`config.mk`:
```
export PLATFORM = sky130hd
export DESIGN_NAME = bmdma_regs
export DESIGN_NICKNAME = d
export VERILOG_FILES = /design/src/rtl/bmdma_pkg.sv /design/src/rtl/bmdma_cmd_reg.sv /design/src/rtl/bmdma_status_reg.sv /design/src/rtl/bmdma_table_ptr.sv /design/src/rtl/bmdma_regs.sv
export SDC_FILE = /design/constraint.sdc
export NUM_CORES = 1
export LEC_CHECK = 0
export BUFFER_PORTS_ARGS = -buffer_cell sky130_fd_sc_hd__buf_2
export CORE_ASPECT_RATIO = 0.6
export CORE_UTILIZATION = 35
export DETAILED_ROUTE_END_ITERATION = 10
export PLACE_DENSITY_LB_ADDON = 0.1
export SLEW_MARGIN = 20
export SYNTH_ARGS = -nofsm -noshare
export SYNTH_HDL_FRONTEND = slang
export SYNTH_HIERARCHICAL = 1
export SYNTH_SLANG_ARGS = --single-unit
export TNS_END_PERCENT = 20
```
`constraint.sdc`:
```
create_clock -name clk -period 2.35 [get_ports clk]
set_input_delay 0.1175 -clock clk [delete_from_list [all_inputs] [get_ports clk]]
set_output_delay 0.1175 -clock clk [all_outputs]
set_load 0.01 [all_outputs]
```
`src/rtl/bmdma_pkg.sv`:
```
package bmdma_pkg;
    // register byte offsets (software decodes these)
    localparam logic [2:0] OFS_CMD  = 3'd0;
    localparam logic [2:0] OFS_STAT = 3'd2;
    localparam logic [2:0] OFS_PTR  = 3'd4;

    // command bit positions
    localparam int CMD_RUN = 0;
    localparam int CMD_DIR = 3;

    // status bit positions
    localparam int ST_ACT  = 0;
    localparam int ST_ERR  = 1;
    localparam int ST_INT  = 2;
    localparam int ST_CAP0 = 5;

    typedef struct packed {
        logic act;
        logic err;
        logic intr;
    } dma_flags_t;

    typedef struct packed {
        logic run;
        logic to_mem;
    } cmd_state_t;

    function automatic logic hits(input logic wr, input logic [2:0] addr,
                                  input logic [2:0] ofs);
        return wr && (addr == ofs);
    endfunction
endpackage

```
`src/rtl/bmdma_cmd_reg.sv`:
```
module bmdma_cmd_reg
    import bmdma_pkg::*;
(
    input  logic       clk,
    input  logic       rst,
    input  logic       wr_cmd,
    input  logic       run_bit,
    input  logic       dir_bit,
    input  logic       busy,
    output cmd_state_t cmd,
    output logic       start_req,
    output logic       stop_req,
    output logic       start_pulse
);
    cmd_state_t cmd_q;

    // a start is a 0->1 change of the run bit
    assign start_req = wr_cmd && run_bit && !cmd_q.run;
    assign stop_req  = wr_cmd && !run_bit;

    always_ff @(posedge clk) begin
        if (rst) begin
            cmd_q       <= '0;
            start_pulse <= 1'b0;
        end else begin
            start_pulse <= start_req;
            if (wr_cmd) begin
                cmd_q.run <= run_bit;
                if (!busy)
                    cmd_q.to_mem <= dir_bit;
            end
        end
    end

    assign cmd = cmd_q;
endmodule

```
`src/rtl/bmdma_status_reg.sv`:
```
module bmdma_status_reg
    import bmdma_pkg::*;
#(
    parameter int NUM_DRV = 2
) (
    input  logic               clk,
    input  logic               rst,
    input  logic               start_req,
    input  logic               stop_req,
    input  logic               done_evt,
    input  logic               err_evt,
    input  logic               wr_stat,
    input  logic [1:0]         w1c_bits,   // [0]=error, [1]=interrupt
    input  logic [NUM_DRV-1:0] cap_bits,
    output dma_flags_t         flags,
    output logic [NUM_DRV-1:0] cap
);
    dma_flags_t fl_q;

    always_ff @(posedge clk) begin
        if (rst) begin
            fl_q <= '0;
        end else begin
            if (start_req)
                fl_q.act <= 1'b1;
            else if (stop_req || done_evt || err_evt)
                fl_q.act <= 1'b0;

            if (err_evt)
                fl_q.err <= 1'b1;
            else if (wr_stat && w1c_bits[0])
                fl_q.err <= 1'b0;

            if (done_evt || err_evt)
                fl_q.intr <= 1'b1;
            else if (wr_stat && w1c_bits[1])
                fl_q.intr <= 1'b0;
        end
    end

    for (genvar d = 0; d < NUM_DRV; d++) begin : g_cap
        logic cap_q;
        always_ff @(posedge clk) begin
            if (rst)
                cap_q <= 1'b0;
            else if (wr_stat)
                cap_q <= cap_bits[d];
        end
        assign cap[d] = cap_q;
    end

    assign flags = fl_q;
endmodule

```
`src/rtl/bmdma_table_ptr.sv`:
```
module bmdma_table_ptr
    import bmdma_pkg::*;
#(
    parameter int PTR_W = 32,
    parameter int ALIGN = 2
) (
    input  logic             clk,
    input  logic             rst,
    input  logic             bus_wr,
    input  logic [2:0]       bus_addr,
    input  logic [7:0]       bus_wdata,
    output logic [PTR_W-1:0] ptr
);
    localparam int PTR_BYTES = PTR_W / 8;

    logic [PTR_W-1:ALIGN] ptr_q;

    for (genvar b = 0; b < PTR_BYTES; b++) begin : g_byte
        localparam logic [2:0] MY_OFS = 3'(OFS_PTR + b);
        if (b == 0) begin : g_low
            always_ff @(posedge clk) begin
                if (rst)
                    ptr_q[7:ALIGN] <= '0;
                else if (hits(bus_wr, bus_addr, MY_OFS))
                    ptr_q[7:ALIGN] <= bus_wdata[7:ALIGN];
            end
        end else begin : g_full
            always_ff @(posedge clk) begin
                if (rst)
                    ptr_q[8*b +: 8] <= '0;
                else if (hits(bus_wr, bus_addr, MY_OFS))
                    ptr_q[8*b +: 8] <= bus_wdata;
            end
        end
    end

    assign ptr = {ptr_q, {ALIGN{1'b0}}};
endmodule

```
`src/rtl/bmdma_regs.sv`:
```
module bmdma_regs
    import bmdma_pkg::*;
#(
    parameter int PTR_W   = 32,
    parameter int ALIGN   = 2,
    parameter int NUM_DRV = 2
) (
    input  logic             clk,
    input  logic             rst,
    input  logic             bus_wr,
    input  logic [2:0]       bus_addr,
    input  logic [7:0]       bus_wdata,
    output logic [7:0]       bus_rdata,
    output logic             eng_start,
    output logic             eng_run,
    output logic             eng_to_mem,
    output logic [PTR_W-1:0] eng_table_base,
    input  logic             eng_done,
    input  logic             eng_error,
    output logic             irq
);
    cmd_state_t         cmd;
    dma_flags_t         st_flags;
    logic [NUM_DRV-1:0] cap;
    logic               start_req;
    logic               stop_req;
    logic               wr_cmd;
    logic               wr_stat;

    assign wr_cmd  = hits(bus_wr, bus_addr, OFS_CMD);
    assign wr_stat = hits(bus_wr, bus_addr, OFS_STAT);

    bmdma_cmd_reg u_cmd (
        .clk         (clk),
        .rst         (rst),
        .wr_cmd      (wr_cmd),
        .run_bit     (bus_wdata[CMD_RUN]),
        .dir_bit     (bus_wdata[CMD_DIR]),
        .busy        (st_flags.act),
        .cmd         (cmd),
        .start_req   (start_req),
        .stop_req    (stop_req),
        .start_pulse (eng_start)
    );

    bmdma_status_reg #(.NUM_DRV(NUM_DRV)) u_stat (
        .clk       (clk),
        .rst       (rst),
        .start_req (start_req),
        .stop_req  (stop_req),
        .done_evt  (eng_done),
        .err_evt   (eng_error),
        .wr_stat   (wr_stat),
        .w1c_bits  (bus_wdata[ST_INT:ST_ERR]),
        .cap_bits  (bus_wdata[ST_CAP0 +: NUM_DRV]),
        .flags     (st_flags),
        .cap       (cap)
    );

    bmdma_table_ptr #(.PTR_W(PTR_W), .ALIGN(ALIGN)) u_ptr (
        .clk       (clk),
        .rst       (rst),
        .bus_wr    (bus_wr),
        .bus_addr  (bus_addr),
        .bus_wdata (bus_wdata),
        .ptr       (eng_table_base)
    );

    always_comb begin
        bus_rdata = 8'h00;
        if (bus_addr == OFS_CMD) begin
            bus_rdata[CMD_RUN] = cmd.run;
            bus_rdata[CMD_DIR] = cmd.to_mem;
        end else if (bus_addr == OFS_STAT) begin
            bus_rdata[ST_ACT] = st_flags.act;
            bus_rdata[ST_ERR] = st_flags.err;
            bus_rdata[ST_INT] = st_flags.intr;
            for (int d = 0; d < NUM_DRV; d++)
                bus_rdata[ST_CAP0 + d] = cap[d];
        end else if (bus_addr[2]) begin
            bus_rdata = eng_table_base[{bus_addr[1:0], 3'b000} +: 8];
        end
    end

    assign eng_run    = cmd.run;
    assign eng_to_mem = cmd.to_mem;
    assign irq        = st_flags.intr;
endmodule

```
==> Yosys cells after proc, flatten, opt, wreduce, memory -nomap -nowiden <==
Index checks and enable logic that the tools add are counted.
{ "op_classes": {"n_shift": 1, "n_reduce_logical": 21, "n_mux": 15, "n_bitwise": 1, "eq_ne": 5} }
{ "ops": {"columns": ["operator", "n"], "rows": [
  ["32-bit by 6-bit variable part select with 8-bit output", 1],
  ["3-bit == test, second input constant", 4],
  ["1-bit logical AND", 11],
  ["1-bit two-way mux", 9],
  ["8-bit two-way mux", 1],
  ["2-bit two-way mux", 3],
  ["2-bit nonzero test", 3],
  ["4-bit two-way mux", 1],
  ["3-bit by 2-bit == test with 1-bit output, second input constant", 1],
  ["3-bit logical NOT", 1],
  ["1-bit logical OR", 3],
  ["3-bit two-way mux", 1],
  ["1-bit logical NOT", 2],
  ["2-bit AND reduction", 1],
  ["1-bit inverter", 1]
]} }
{ "totals": {"output_inout_bits": 44, "wordCells": 55, "ff_bits": 38, "inputBits": 16} }

==> Longest topological paths before layout <==
{ "logic_depth": {"word_depth": 7, "depth_mapped": 7, "mapped_depth_nobuf": 5} }

==> By module <==
Netlist, hierarchy kept.
{ "modules_own_cells": {"columns": ["module", "cells_each", "instances", "area_each_um2", "seq_area_each_um2"], "rows": [
  ["bmdma_table_ptr", 116, 1, 1257.5, 600.6],
  ["bmdma_regs", 42, 1, 390.4, 0.0],
  ["bmdma_status_reg", 19, 1, 197.7, 100.1],
  ["bmdma_cmd_reg", 13, 1, 137.6, 60.1]
]} }

==> Least setup slack after synthesis <==
Ideal clock, no wire load.
{ "synth_path": {"path_type": "input to register", "from": "in bus_addr[2]", "to": "reg u_stat.fl_q (netlist bit u_stat/flags[2])", "required_time_ns": 2.280, "path_slack_ns": 1.019, "n_path_buf": 2, "setup_time_ns": 0.070, "arrival_time_ns": 1.262, "stages": 7, "cell_sequence": "buf_6 buf_6 nor4b_1 nand2_2 nor2_1 inv_1 a21oi_1"} }
{ "synth_between": {"word_cells_on_any_way": 9, "cone_classes": "mux: 1; reduce/logical: 8"} }
{ "synth_rtl": {"columns": ["item", "line", "text"], "rows": [
  ["start: declaration", "bmdma_regs.sv:11", "input logic [2:0] bus_addr,"],
  ["3-bit logical NOT (*)", "bmdma_pkg.sv:30", "return wr && (addr == ofs);"],
  ["1-bit logical AND (*)", "bmdma_pkg.sv:30", null],
  ["via wr_cmd", "bmdma_regs.sv:27", "logic wr_cmd;"],
  ["1-bit logical AND (*) (2 in series)", "bmdma_cmd_reg.sv:18", "assign start_req = wr_cmd && run_bit && !cmd_q.run;"],
  ["via start_req", "bmdma_regs.sv:25", "logic start_req;"],
  ["1-bit two-way mux or 2-bit nonzero test (tied branches)", null, null],
  ["end: declaration", "bmdma_status_reg.sv:18", "dma_flags_t fl_q;"]
]} }
Mark *: on every way through the listed nets, which the timed path passes. The rest lies on a longest branch.
A chain may end at the register's enable or synchronous reset.

==> Worst setup path in the final report <==
{ "layout_path": {"from": "reg u_cmd.cmd_q (netlist bit u_cmd/cmd[1])", "to": "out bus_rdata[0]"} }
{ "layout_between": {"elab_chain_len": 1} }
{ "layout_lines": {"columns": ["item", "line", "text"], "rows": [
  ["start: declaration", "bmdma_cmd_reg.sv:15", "cmd_state_t cmd_q;"],
  ["1-bit two-way mux", "bmdma_regs.sv:71", "if (bus_addr == OFS_CMD) begin"],
  ["end: declaration", "bmdma_regs.sv:13", "output logic [7:0] bus_rdata,"]
]} }
No other way between the ends.

==> metrics <==
Final WS setup 0.817 ns; number of synthesis warnings 6; WL per Instance 15.4 um; final number of max-transition violations 0; clock transition at the register clock pins on the worst setup and hold paths after CTS 0.08 ns; sequential area share after synthesis 38.4%; maximum number of pins on one net before global-route repair 48; global-route wire length before repair 7570 um; number of global-route vias before repair 1486; placed cell count 297; startpoint-to-endpoint class of the critical path reg -> out; RSZ-0062 raised after global routing false; power per standard cell area 585 mW/mm^2; CP max FO 5; PortBufs 57; Rel. slew slack 47.3%; worst-case hold slack 0.0860 ns; All-Layer GR Usage 17.1%; Crit path arrival time 1.42 ns; Vias 1472; Post-Syn Instances 190; PostCTS Resize Cnt 0; part of the cycle the worst path needs 65.2%; fraction of layout instances using a drive strength above 1 34.3%; DRC violation count after routing 0; post-layout instance count excluding filler cells 305; placement row count 20; Area growth syn-to-layout 18.5%; worst skew pair latency 0.29 ns; Horiz. Die Dim 99.2 um; Core Region 0.00526 sq mm; Slew @ Worst Pin 0.780 ns; Synth cell types 40; leakage dissipation 1.17 nW; effective utilization at floorplan 37.7%; cts-stage hold buffer count 0; final setup skew 0.00170 ns; post-CTS setup buffers 0; result of the run completed; nature of the critical path endpoint output port; summed instance area of the synthesized netlist 0.00198 sq mm; HPWL Detailed 3350 um; maximum capacitance violations 0; Post-Place Worst Slack 0.726 ns; total design power 1.38 mW; RD Place Congestion 0.714; total negative slack for setup checks 0 ns; number of DRC markers in iteration 0 88; H-Tree Depth 2; DRT Pass-1 Iters 4; IR Drop Worst-Case VDD 0.000223 V; Via-to-Cell Ratio 4.83; average cell area after synthesis 10.4 sq um; antenna cells 0; clock tree from TritonCTS built; CP Launch Type flip-flop; vertical extent of the die 60.3 um; clock tree buffer depth 2; wire length reported by the detailed router 4690 um; number of failing hold endpoints at the final stage 0; Root Buffer Master sky130_fd_sc_hd__clkbuf_8; Final nets 254; Setup-failing EPs final 0; I/O pin count 60; synthesis-stage register bit count 38; overflow left after global routing 0; antenna violations before repair 0; worst endpoint required time 2.23 ns; number of CTS-inserted buffers 5; minimum clock period 1.53 ns; count of clock tree sinks 38; full die area 0.00598 sq mm; Post-DRT Antenna Nets 0; Hold/Removal Path Class in -> reg; fmax 0.652 GHz
[cells in the final DEF, fill, tap and decap left out, types with 3 or more instances in the layout]
cell / n
sky130_fd_sc_hd__a21oi_1: 4
sky130_fd_sc_hd__a221o_1: 3
sky130_fd_sc_hd__buf_2: 57
sky130_fd_sc_hd__clkbuf_8: 5
sky130_fd_sc_hd__dfxtp_1: 38
sky130_fd_sc_hd__mux2_4: 4
sky130_fd_sc_hd__mux2i_1: 38
sky130_fd_sc_hd__nand2b_1: 39
sky130_fd_sc_hd__nor2_1: 7
sky130_fd_sc_hd__nor2b_1: 3
[where the power goes]
part | total (mW) | internal (mW) | leakage (nW) | switching (mW)
logic | 0.152 | 0.0692 | 0.804 | 0.0830
clock network | 0.552 | 0.313 | 0.0579 | 0.240
registers | 0.671 | 0.659 | 0.308 | 0.0120
total | 1.38 | 1.04 | 1.17 | 0.335
[through the flow]
step	cell area, sq um	utilization [%]
floorplan	1990	-
global placement	2240	42.6
detailed placement	2240	42.6
CTS	2350	44.7
global route	2350	44.7
finish	2350	44.7
[cell type report]
cell class	instances	area, sq um
Fill cell	536	2910
Multi-Input combinational cell	134	1100
Sequential cell	38	761
Timing Repair Buffer	57	285
Tap cell	66	82.6
Clock buffer	5	68.8
Clock inverter	3	40.0
Inverter	2	7.51
[worst paths after layout]
kind                         from                    end  slack [ns]  cells past startpoint
setup / recovery     u_cmd/cmd[1]           bus_rdata[0]        0.82                      4
setup reg to reg  u_stat/flags[2]        u_stat/flags[2]        1.31                      2
hold / removal       bus_wdata[5]  u_stat/g_cap[0].cap_q        0.09                      3
hold reg to reg      u_ptr/ptr[8]           u_ptr/ptr[8]        0.49                      2
[metal layers]
metal | up-vias | track usage [%] | share of wire, %
li1 | 749 | - | -
met1 | 684 | 23.6 | 53
met2 | 34 | 25.6 | 41
met3 | 5 | 5.03 | 4.6
met4 | 0 | 6.30 | 0.60
met5 | - | 0 | 0
[critical path: stages, from the launching register on]
cell and delay, ns:
sky130_fd_sc_hd__dfxtp_1 0.45, sky130_fd_sc_hd__mux2_2 0.20, sky130_fd_sc_hd__a21oi_1 0.06, sky130_fd_sc_hd__a311oi_1 0.23, sky130_fd_sc_hd__buf_2 0.18
[kinds of logic (layout without fill, tap and decap cells)]
kind of cell	Yosys count	after routing	share of synthesized area [%]
simple gates	69	69	23.3
buf+inv	19	67	6.12
other cells	1	2	0.189
flops	38	38	38.4
mux	46	46	25.6
compound gates	17	17	6.37
[sequential cells by signal (all words and copies together) (netlist names)]
signal and flops:
u_stat/flags 3, u_stat/g_cap.cap_q 2, u_ptr/ptr 30, u_cmd/cmd 2, u_cmd/start_pulse 1
[cells in the mapped netlist (all sizes together)]
cell type / count / area (sq um)
or4b: 1 / 10.0
mux2: 6 / 82.6
nand2: 3 / 13.8
nor3: 1 / 10.0
nand4: 1 / 12.5
and2b: 1 / 8.76
mux4: 2 / 45.0
nor3b: 1 / 7.51
nor2b: 3 / 18.8
a311oi: 1 / 8.76
o22ai: 1 / 6.26
and3: 1 / 7.51
o21ba: 1 / 10.0
a221o: 3 / 30.0
o21ai: 2 / 10.0
clkbuf: 5 / 18.8
inv: 2 / 7.51
a21boi: 1 / 7.51
a21bo: 1 / 10.0
buf: 12 / 95.1
dfxtp: 38 / 761
nand4bb: 2 / 22.5
mux2i: 38 / 380
a22oi: 1 / 7.51
conb: 1 / 3.75
nand4b: 2 / 17.5
and2: 2 / 12.5
and3b: 1 / 8.76
a21oi: 5 / 28.8
nor4b: 1 / 8.76
a211oi: 1 / 7.51
nor2: 7 / 26.3
and4b: 2 / 20.0
nand2b: 40 / 258
(Power assumes the default switching activity.)
